## src/rtl/edge_irq_pkg.sv

```systemverilog
package edge_irq_pkg;
  // Register word indices on the configuration port.
  typedef enum logic [3:0] {
    IDX_RISE  = 4'd0,
    IDX_FALL  = 4'd1,
    IDX_IMASK = 4'd2,
    IDX_EMASK = 4'd3,
    IDX_PEND  = 4'd4,
    IDX_SEL0  = 4'd5
  } reg_idx_e;

  localparam int BUS_W         = 32;
  localparam int LINES_PER_SEL = 4;
endpackage

```

## src/rtl/edge_irq_sync.sv

```systemverilog
module edge_irq_sync #(
  parameter int WIDTH = 8
) (
  input  logic             clk,
  input  logic             rst_n,
  input  logic [WIDTH-1:0] d,
  output logic [WIDTH-1:0] q
);
  logic [WIDTH-1:0] stage1;
  logic [WIDTH-1:0] stage2;

  always_ff @(posedge clk or negedge rst_n) begin
    if (!rst_n) begin
      stage1 <= '0;
      stage2 <= '0;
    end else begin
      stage1 <= d;
      stage2 <= stage1;
    end
  end

  assign q = stage2;
endmodule

```

## src/rtl/edge_irq_regs.sv

```systemverilog
module edge_irq_regs
  import edge_irq_pkg::*;
#(
  parameter int NUM_LINES = 16,
  parameter int SEL_W     = 4,
  parameter int ADDR_W    = 4
) (
  input  logic                       clk,
  input  logic                       rst_n,
  input  logic                       wr_en,
  input  logic [ADDR_W-1:0]          addr,
  input  logic [BUS_W-1:0]           wdata,
  output logic [BUS_W-1:0]           rdata,
  input  logic [NUM_LINES-1:0]       edge_hit,
  output logic [NUM_LINES-1:0]       rise_en,
  output logic [NUM_LINES-1:0]       fall_en,
  output logic [NUM_LINES-1:0]       imask,
  output logic [NUM_LINES-1:0]       emask,
  output logic [NUM_LINES-1:0]       pend,
  output logic [NUM_LINES*SEL_W-1:0] sel_flat,
  output logic [NUM_LINES-1:0]       sel_chg
);
  localparam int LPS = LINES_PER_SEL;

  logic [NUM_LINES-1:0] rise_q, fall_q, imask_q, emask_q, pend_q, chg_q;
  logic [SEL_W-1:0]     sel_q [NUM_LINES];
  logic [NUM_LINES-1:0] clr_mask;
  logic                 unused_hi;

  assign unused_hi = ^wdata[BUS_W-1:NUM_LINES];

  function automatic logic hit_idx(input logic [ADDR_W-1:0] a, input reg_idx_e r);
    return a == ADDR_W'(r);
  endfunction

  assign clr_mask = (wr_en && hit_idx(addr, IDX_PEND)) ? wdata[NUM_LINES-1:0] : '0;

  always_ff @(posedge clk or negedge rst_n) begin
    if (!rst_n) begin
      rise_q  <= '0;
      fall_q  <= '0;
      imask_q <= '0;
      emask_q <= '0;
      pend_q  <= '0;
    end else begin
      if (wr_en && hit_idx(addr, IDX_RISE))  rise_q  <= wdata[NUM_LINES-1:0];
      if (wr_en && hit_idx(addr, IDX_FALL))  fall_q  <= wdata[NUM_LINES-1:0];
      if (wr_en && hit_idx(addr, IDX_IMASK)) imask_q <= wdata[NUM_LINES-1:0];
      if (wr_en && hit_idx(addr, IDX_EMASK)) emask_q <= wdata[NUM_LINES-1:0];
      // A new edge outranks a clear in the same cycle.
      pend_q <= (pend_q & ~clr_mask) | (edge_hit & imask_q);
    end
  end

  for (genvar n = 0; n < NUM_LINES; n++) begin : g_sel
    localparam int REGN = int'(IDX_SEL0) + n / LPS;
    localparam int OFS  = SEL_W * (n % LPS);
    logic sel_wr;
    assign sel_wr = wr_en && (addr == ADDR_W'(REGN));

    always_ff @(posedge clk or negedge rst_n) begin
      if (!rst_n) begin
        sel_q[n] <= '0;
        chg_q[n] <= 1'b0;
      end else begin
        chg_q[n] <= sel_wr && (wdata[OFS +: SEL_W] != sel_q[n]);
        if (sel_wr) sel_q[n] <= wdata[OFS +: SEL_W];
      end
    end

    assign sel_flat[n*SEL_W +: SEL_W] = sel_q[n];

    // a pending bit only appears from an interrupt-unmasked edge
    assert_pend_src_R6: assert property (@(posedge clk) disable iff (!rst_n)
      (!$past(pend_q[n]) && pend_q[n]) |-> ($past(imask_q[n]) && $past(edge_hit[n])));
    // a pending bit survives every cycle without a clear
    assert_pend_sticky_R7: assert property (@(posedge clk) disable iff (!rst_n)
      ($past(pend_q[n]) && !$past(clr_mask[n])) |-> pend_q[n]);
  end

  always_comb begin
    rdata = '0;
    unique case (addr)
      ADDR_W'(IDX_RISE):  rdata[NUM_LINES-1:0] = rise_q;
      ADDR_W'(IDX_FALL):  rdata[NUM_LINES-1:0] = fall_q;
      ADDR_W'(IDX_IMASK): rdata[NUM_LINES-1:0] = imask_q;
      ADDR_W'(IDX_EMASK): rdata[NUM_LINES-1:0] = emask_q;
      ADDR_W'(IDX_PEND):  rdata[NUM_LINES-1:0] = pend_q;
      default: begin
        for (int n = 0; n < NUM_LINES; n++) begin
          if (addr == ADDR_W'(int'(IDX_SEL0) + n / LPS))
            rdata[SEL_W*(n % LPS) +: SEL_W] = sel_q[n];
        end
      end
    endcase
  end

  assign rise_en = rise_q;
  assign fall_en = fall_q;
  assign imask   = imask_q;
  assign emask   = emask_q;
  assign pend    = pend_q;
  assign sel_chg = chg_q;
endmodule

```

## src/rtl/edge_irq_line.sv

```systemverilog
module edge_irq_line #(
  parameter int NUM_PORTS = 7,
  parameter int SEL_W     = 4
) (
  input  logic                 clk,
  input  logic                 rst_n,
  input  logic [NUM_PORTS-1:0] col,
  input  logic [SEL_W-1:0]     sel,
  input  logic                 sel_chg,
  input  logic                 rise_en,
  input  logic                 fall_en,
  input  logic                 emask,
  output logic                 hit,
  output logic                 evt
);
  localparam int NSEL = 1 << SEL_W;

  logic [NSEL-1:0] col_ext;
  logic            cur, prev_q, evt_q;

  // Indices beyond the last port land on zero-filled bits.
  assign col_ext = NSEL'(col);
  assign cur     = col_ext[sel];

  assign hit = !sel_chg &&
               ((rise_en && cur && !prev_q) || (fall_en && !cur && prev_q));

  always_ff @(posedge clk or negedge rst_n) begin
    if (!rst_n) begin
      prev_q <= 1'b0;
      evt_q  <= 1'b0;
    end else begin
      prev_q <= cur;
      evt_q  <= hit && emask;
    end
  end

  assign evt = evt_q;

  // event pulses only follow an event-unmasked cycle
  assert_evt_masked_R9: assert property (@(posedge clk) disable iff (!rst_n)
    evt_q |-> $past(emask));
  // nothing fires from the cycle a port switch is settling
  assert_sel_quiet_R10: assert property (@(posedge clk) disable iff (!rst_n)
    $past(sel_chg) |-> !evt_q);
endmodule

```

## src/rtl/edge_irq_ctrl.sv

```systemverilog
module edge_irq_ctrl
  import edge_irq_pkg::*;
#(
  parameter int NUM_LINES = 16,
  parameter int NUM_PORTS = 7,
  parameter int SEL_W     = 4,
  parameter int ADDR_W    = 4
) (
  input  logic                           clk,
  input  logic                           rst_n,
  input  logic                           bus_wr,
  input  logic [ADDR_W-1:0]              bus_addr,
  input  logic [BUS_W-1:0]               bus_wdata,
  output logic [BUS_W-1:0]               bus_rdata,
  input  logic [NUM_PORTS*NUM_LINES-1:0] port_pins,
  output logic [NUM_LINES-1:0]           irq_req,
  output logic [NUM_LINES-1:0]           evt_pulse
);
  localparam int PIN_W = NUM_PORTS * NUM_LINES;

  logic [PIN_W-1:0]           pins_s;
  logic [NUM_LINES-1:0]       edge_hit, rise_en, fall_en, imask, emask, pend, sel_chg;
  logic [NUM_LINES*SEL_W-1:0] sel_flat;

  edge_irq_sync #(.WIDTH(PIN_W)) u_sync (
    .clk   (clk),
    .rst_n (rst_n),
    .d     (port_pins),
    .q     (pins_s)
  );

  edge_irq_regs #(
    .NUM_LINES (NUM_LINES),
    .SEL_W     (SEL_W),
    .ADDR_W    (ADDR_W)
  ) u_regs (
    .clk      (clk),
    .rst_n    (rst_n),
    .wr_en    (bus_wr),
    .addr     (bus_addr),
    .wdata    (bus_wdata),
    .rdata    (bus_rdata),
    .edge_hit (edge_hit),
    .rise_en  (rise_en),
    .fall_en  (fall_en),
    .imask    (imask),
    .emask    (emask),
    .pend     (pend),
    .sel_flat (sel_flat),
    .sel_chg  (sel_chg)
  );

  for (genvar n = 0; n < NUM_LINES; n++) begin : g_line
    logic [NUM_PORTS-1:0] col;
    for (genvar p = 0; p < NUM_PORTS; p++) begin : g_col
      assign col[p] = pins_s[p*NUM_LINES + n];
    end

    edge_irq_line #(
      .NUM_PORTS (NUM_PORTS),
      .SEL_W     (SEL_W)
    ) u_line (
      .clk     (clk),
      .rst_n   (rst_n),
      .col     (col),
      .sel     (sel_flat[n*SEL_W +: SEL_W]),
      .sel_chg (sel_chg[n]),
      .rise_en (rise_en[n]),
      .fall_en (fall_en[n]),
      .emask   (emask[n]),
      .hit     (edge_hit[n]),
      .evt     (evt_pulse[n])
    );
  end

  assign irq_req = pend & imask;
endmodule

```

## config.mk

```make
export PLATFORM = sky130hd
export DESIGN_NAME = edge_irq_ctrl
export DESIGN_NICKNAME = d
export VERILOG_FILES = /design/src/rtl/edge_irq_pkg.sv /design/src/rtl/edge_irq_sync.sv /design/src/rtl/edge_irq_regs.sv /design/src/rtl/edge_irq_line.sv /design/src/rtl/edge_irq_ctrl.sv
export SDC_FILE = /design/constraint.sdc
export NUM_CORES = 1
export LEC_CHECK = 0
export BUFFER_PORTS_ARGS = -buffer_cell sky130_fd_sc_hd__buf_2
export CAP_MARGIN = 20
export CORE_ASPECT_RATIO = 0.8
export CORE_MARGIN = 1.5
export CORE_UTILIZATION = 52
export DETAILED_ROUTE_END_ITERATION = 16
export GPL_ROUTABILITY_DRIVEN = 0
export MAX_ROUTING_LAYER = met4
export PLACE_DENSITY_LB_ADDON = 0.12
export SLEW_MARGIN = 30
export SYNTH_ARGS = -nofsm -noshare
export SYNTH_HDL_FRONTEND = slang
export SYNTH_SLANG_ARGS = --single-unit
```

## constraint.sdc

```tcl
create_clock -name clk -period 1.9 [get_ports clk]
set_clock_uncertainty 0.05 [all_clocks]
set_input_delay 0.38 -clock clk [delete_from_list [all_inputs] [get_ports clk]]
set_output_delay 0.38 -clock clk [all_outputs]
set_load 0.005 [all_outputs]
```

==> flow_summary.toml <==
[worst_setup_path]
crit_path_max_fanout = 2
crit_path_end_kind = "output port"
ff2ff_setup_slack_ns = 0
path_buf_inv = 1
r2r-end = "u_regs.pend[5]"
cp_cell_sequence = "mux2_4 -> a221o_1 -> o21ai_1 -> o21ai_1 -> buf_2"
critPathTopFamily = "compound AO/OA/AOI/OAI gates"
r2r-start = "u_regs.sel_flat[20]"
cpPeakStageDelay_ns = 0.42
cp.arrival_ns = 1.93
cp-start-kind = "register"
cp_slowest_cell = "dfrtp_1"
cpMostUsedCell = "o21ai_1"
r2r_cells = 5
path_class = "register to output port"
cp.required_ns = 1.47

[synth]
yosys.area.top_type = "dfrtp_1"
synth_edf_count = 0
synthCells = 1176
ys_seq_elements = 416
syn-cell-area_mm2 = 0.0169
synth_warnings = 0
synth_cell_types = 48
netlist.area_leader.share_pct = 61.6
syn_avg_cell_area_um2 = 14.4
synth-async-reset-ratio_pct = 100
ys_seq_area_share_pct = 61.6
synthTopCellsByArea = "dfrtp_1, mux2_2, mux4_2"
synth-main-ff-cell = "dfrtp_1"

[timing]
setup_viol = 16
post-route-min-period_ns = 2.36
fin_setup_tns_ns = -6.04
worst_pin_slew_ns = 0.562
slew_viol_final = 0
grt_setup_unrepaired = "true"
fin_crit_sh_pct = 124
hold_viol = 0
max_clock_freq_mhz = 424
worst_slack_ns = -0.460
relSlewSlack_pct = 62.5
holdWs_ns = 0.196

[floorplanning]
io_pins = 215
start_util_pct = 53.3
die_w_um = 205
row_count = 58
core_region_area_mm2 = 0.0317
die_y_um = 164
die-area_mm2 = 0.0336

[cts]
cts.sinks = 416
cts_max_path_buffers = 3
cts_buffers = 40
cts-root-buf = "clkbuf_16"
clk_pin_slew_ns = 0.07
clk-insertion-delay-late_ns = 0.55
cts-htree-levels = 2
cts_tree = "built"

[min_path]
hold_path_class = "primary input to asynchronous set/reset pin"

[status]
status = "finished, violations left"
violations = "negative setup slack"

[global_route]
grt_pass1_vias = 11800
grt_pass1_wl_um = 67400
grt_max_degree = 103
antenna_found_initial = 2
overflow = 0
grtUsageTotal_pct = 27.3

[layout]
layout_commonest_cell = "dfrtp_1"
final_cell_mix = "dfrtp_1, buf_2, buf_4"
fin_cells = 2067
drive_gt1_share_pct = 41.2
syn2layout_area_growth_pct = 30.3
final_util_pct = 69.5
final_nets = 1767
fillers = 2202

[route]
drcViolationCount = 0
firstDrtPassIters = 4
wire_per_inst_um = 20.9
totalWireLength_um = 43200
avgViaCountPerCell = 5.46
final_antenna_net_count = 0
num_vias = 11300
drtIter0Drc = 742

[power_and_ir_drop]
leakage_nw = 9.95
cellPowerDensity_mw_per_mm2 = 1150
max-vdd-ir-drop_mv = 0.873

[placement]
dpl_worst_slack_ns = -0.351
post-dp-hpwl_um = 29100
placed_cells_incl_taps = 1851
io_buffers = 182

[job]
cap_violations = 0
## stage by stage
step	cell area [um^2]	total power, mW
finish	22000	25.2
global route	22000	26.4
CTS	21900	25.2
detailed placement	19100	16.4
global placement	19100	16.2
floorplan	17000	14.2
## cells in the mapped netlist, types with 12 or more instances
| master | count |
|---|---|
| nand2b_1 | 34 |
| a21o_1 | 14 |
| a32oi_1 | 12 |
| mux4_2 | 28 |
| nor2b_1 | 17 |
| and2_1 | 32 |
| xnor2_1 | 64 |
| nand4b_1 | 28 |
| and2_4 | 14 |
| o21ai_0 | 24 |
| nand2_1 | 48 |
| a221oi_1 | 20 |
| or2_4 | 14 |
| a21oi_1 | 37 |
| nor3_1 | 17 |
| buf_4 | 38 |
| mux2_2 | 130 |
| buf_2 | 16 |
| a41oi_1 | 16 |
| mux2_4 | 16 |
| dfrtp_1 | 416 |
| buf_6 | 18 |
| clkbuf_1 | 27 |
| mux2i_1 | 20 |
| a221o_1 | 30 |
## worst register-to-register path: stages (launching register included)
cell     delay (ns)
dfrtp_1        0.42
buf_6          0.13
mux4_2         0.48
or2_4          0.26
and2_4         0.14
a221o_1        0.30
## flip-flops by register name, summed over array words and instances, names as in the netlist
name	flops
u_regs.sel_chg	16
u_sync.stage1	112
u_regs.emask	16
u_regs.rise_en	16
u_regs.imask	16
u_sync.q	112
u_regs.pend	16
g_line.u_line.prev_q	16
u_regs.fall_en	16
u_regs.sel_flat	64
g_line.u_line.evt	16
## kinds of logic after synthesis
family                    count (synthesis)  synth area share, %
DFF                                     416                 61.6
and+or+nand+nor                         234                 8.86
muxes                                   194                 15.0
AOI/OAI and AO/OA                       162                 7.15
buffers and inverters                   105                 4.09
xor gates and xnor gates                 64                 3.32
other                                     1               0.0222
## cell type report
type	instances	area, um^2	area share, %
repair buffers	483	3670	16.7
diodes	2	5.00	0.0227
flip-flops and latches	416	10400	47.3
multi-input cells	670	6000	27.2
well taps	420	526	2.39
inverters	5	18.8	0.0852
clock inverters	21	289	1.31
clock buffers	50	1100	4.99
## how the worst max path moves through the flow
stage,from,endpoint,slack [ns],cells past startpoint
after floorplan,bus_addr[0],bus_rdata[3],-0.009,6
after global placement,bus_addr[0],bus_rdata[6],-0.34,7
after detailed placement,bus_addr[0],bus_rdata[4],-0.35,8
after CTS,u_regs.emask[3],bus_rdata[3],-0.50,5
after global routing,u_regs.sel_flat[20],bus_rdata[4],-0.53,5
final,u_regs.sel_flat[21],bus_rdata[5],-0.46,5
## report_power, final
part | total, mW | internal [mW] | switching [mW]
sequential | 11.2 | 10.1 | 1.09
clock | 8.40 | 4.96 | 3.44
combinational | 5.66 | 3.32 | 2.34
total | 25.2 | 18.4 | 6.87
## per-layer routing
metal  global-route usage, %  part of all wire (%)
met3                    4.35                   5.9
met5                       -                     0
met4                    6.85                   2.0
met1                    37.5                    45
met2                    42.7                    48
## what timing repair did
| item | in CTS | in global routing |
|---|---|---|
| hold endpoints to repair | 266 | 0 |
| hold buffers | 113 | 0 |
| setup endpoints to repair | 17 | 24 |
| buffers inserted | 24 | 12 |
| pin swaps | 3 | 16 |
| resized for setup | 41 | 25 |
(Power assumes the default switching activity.)
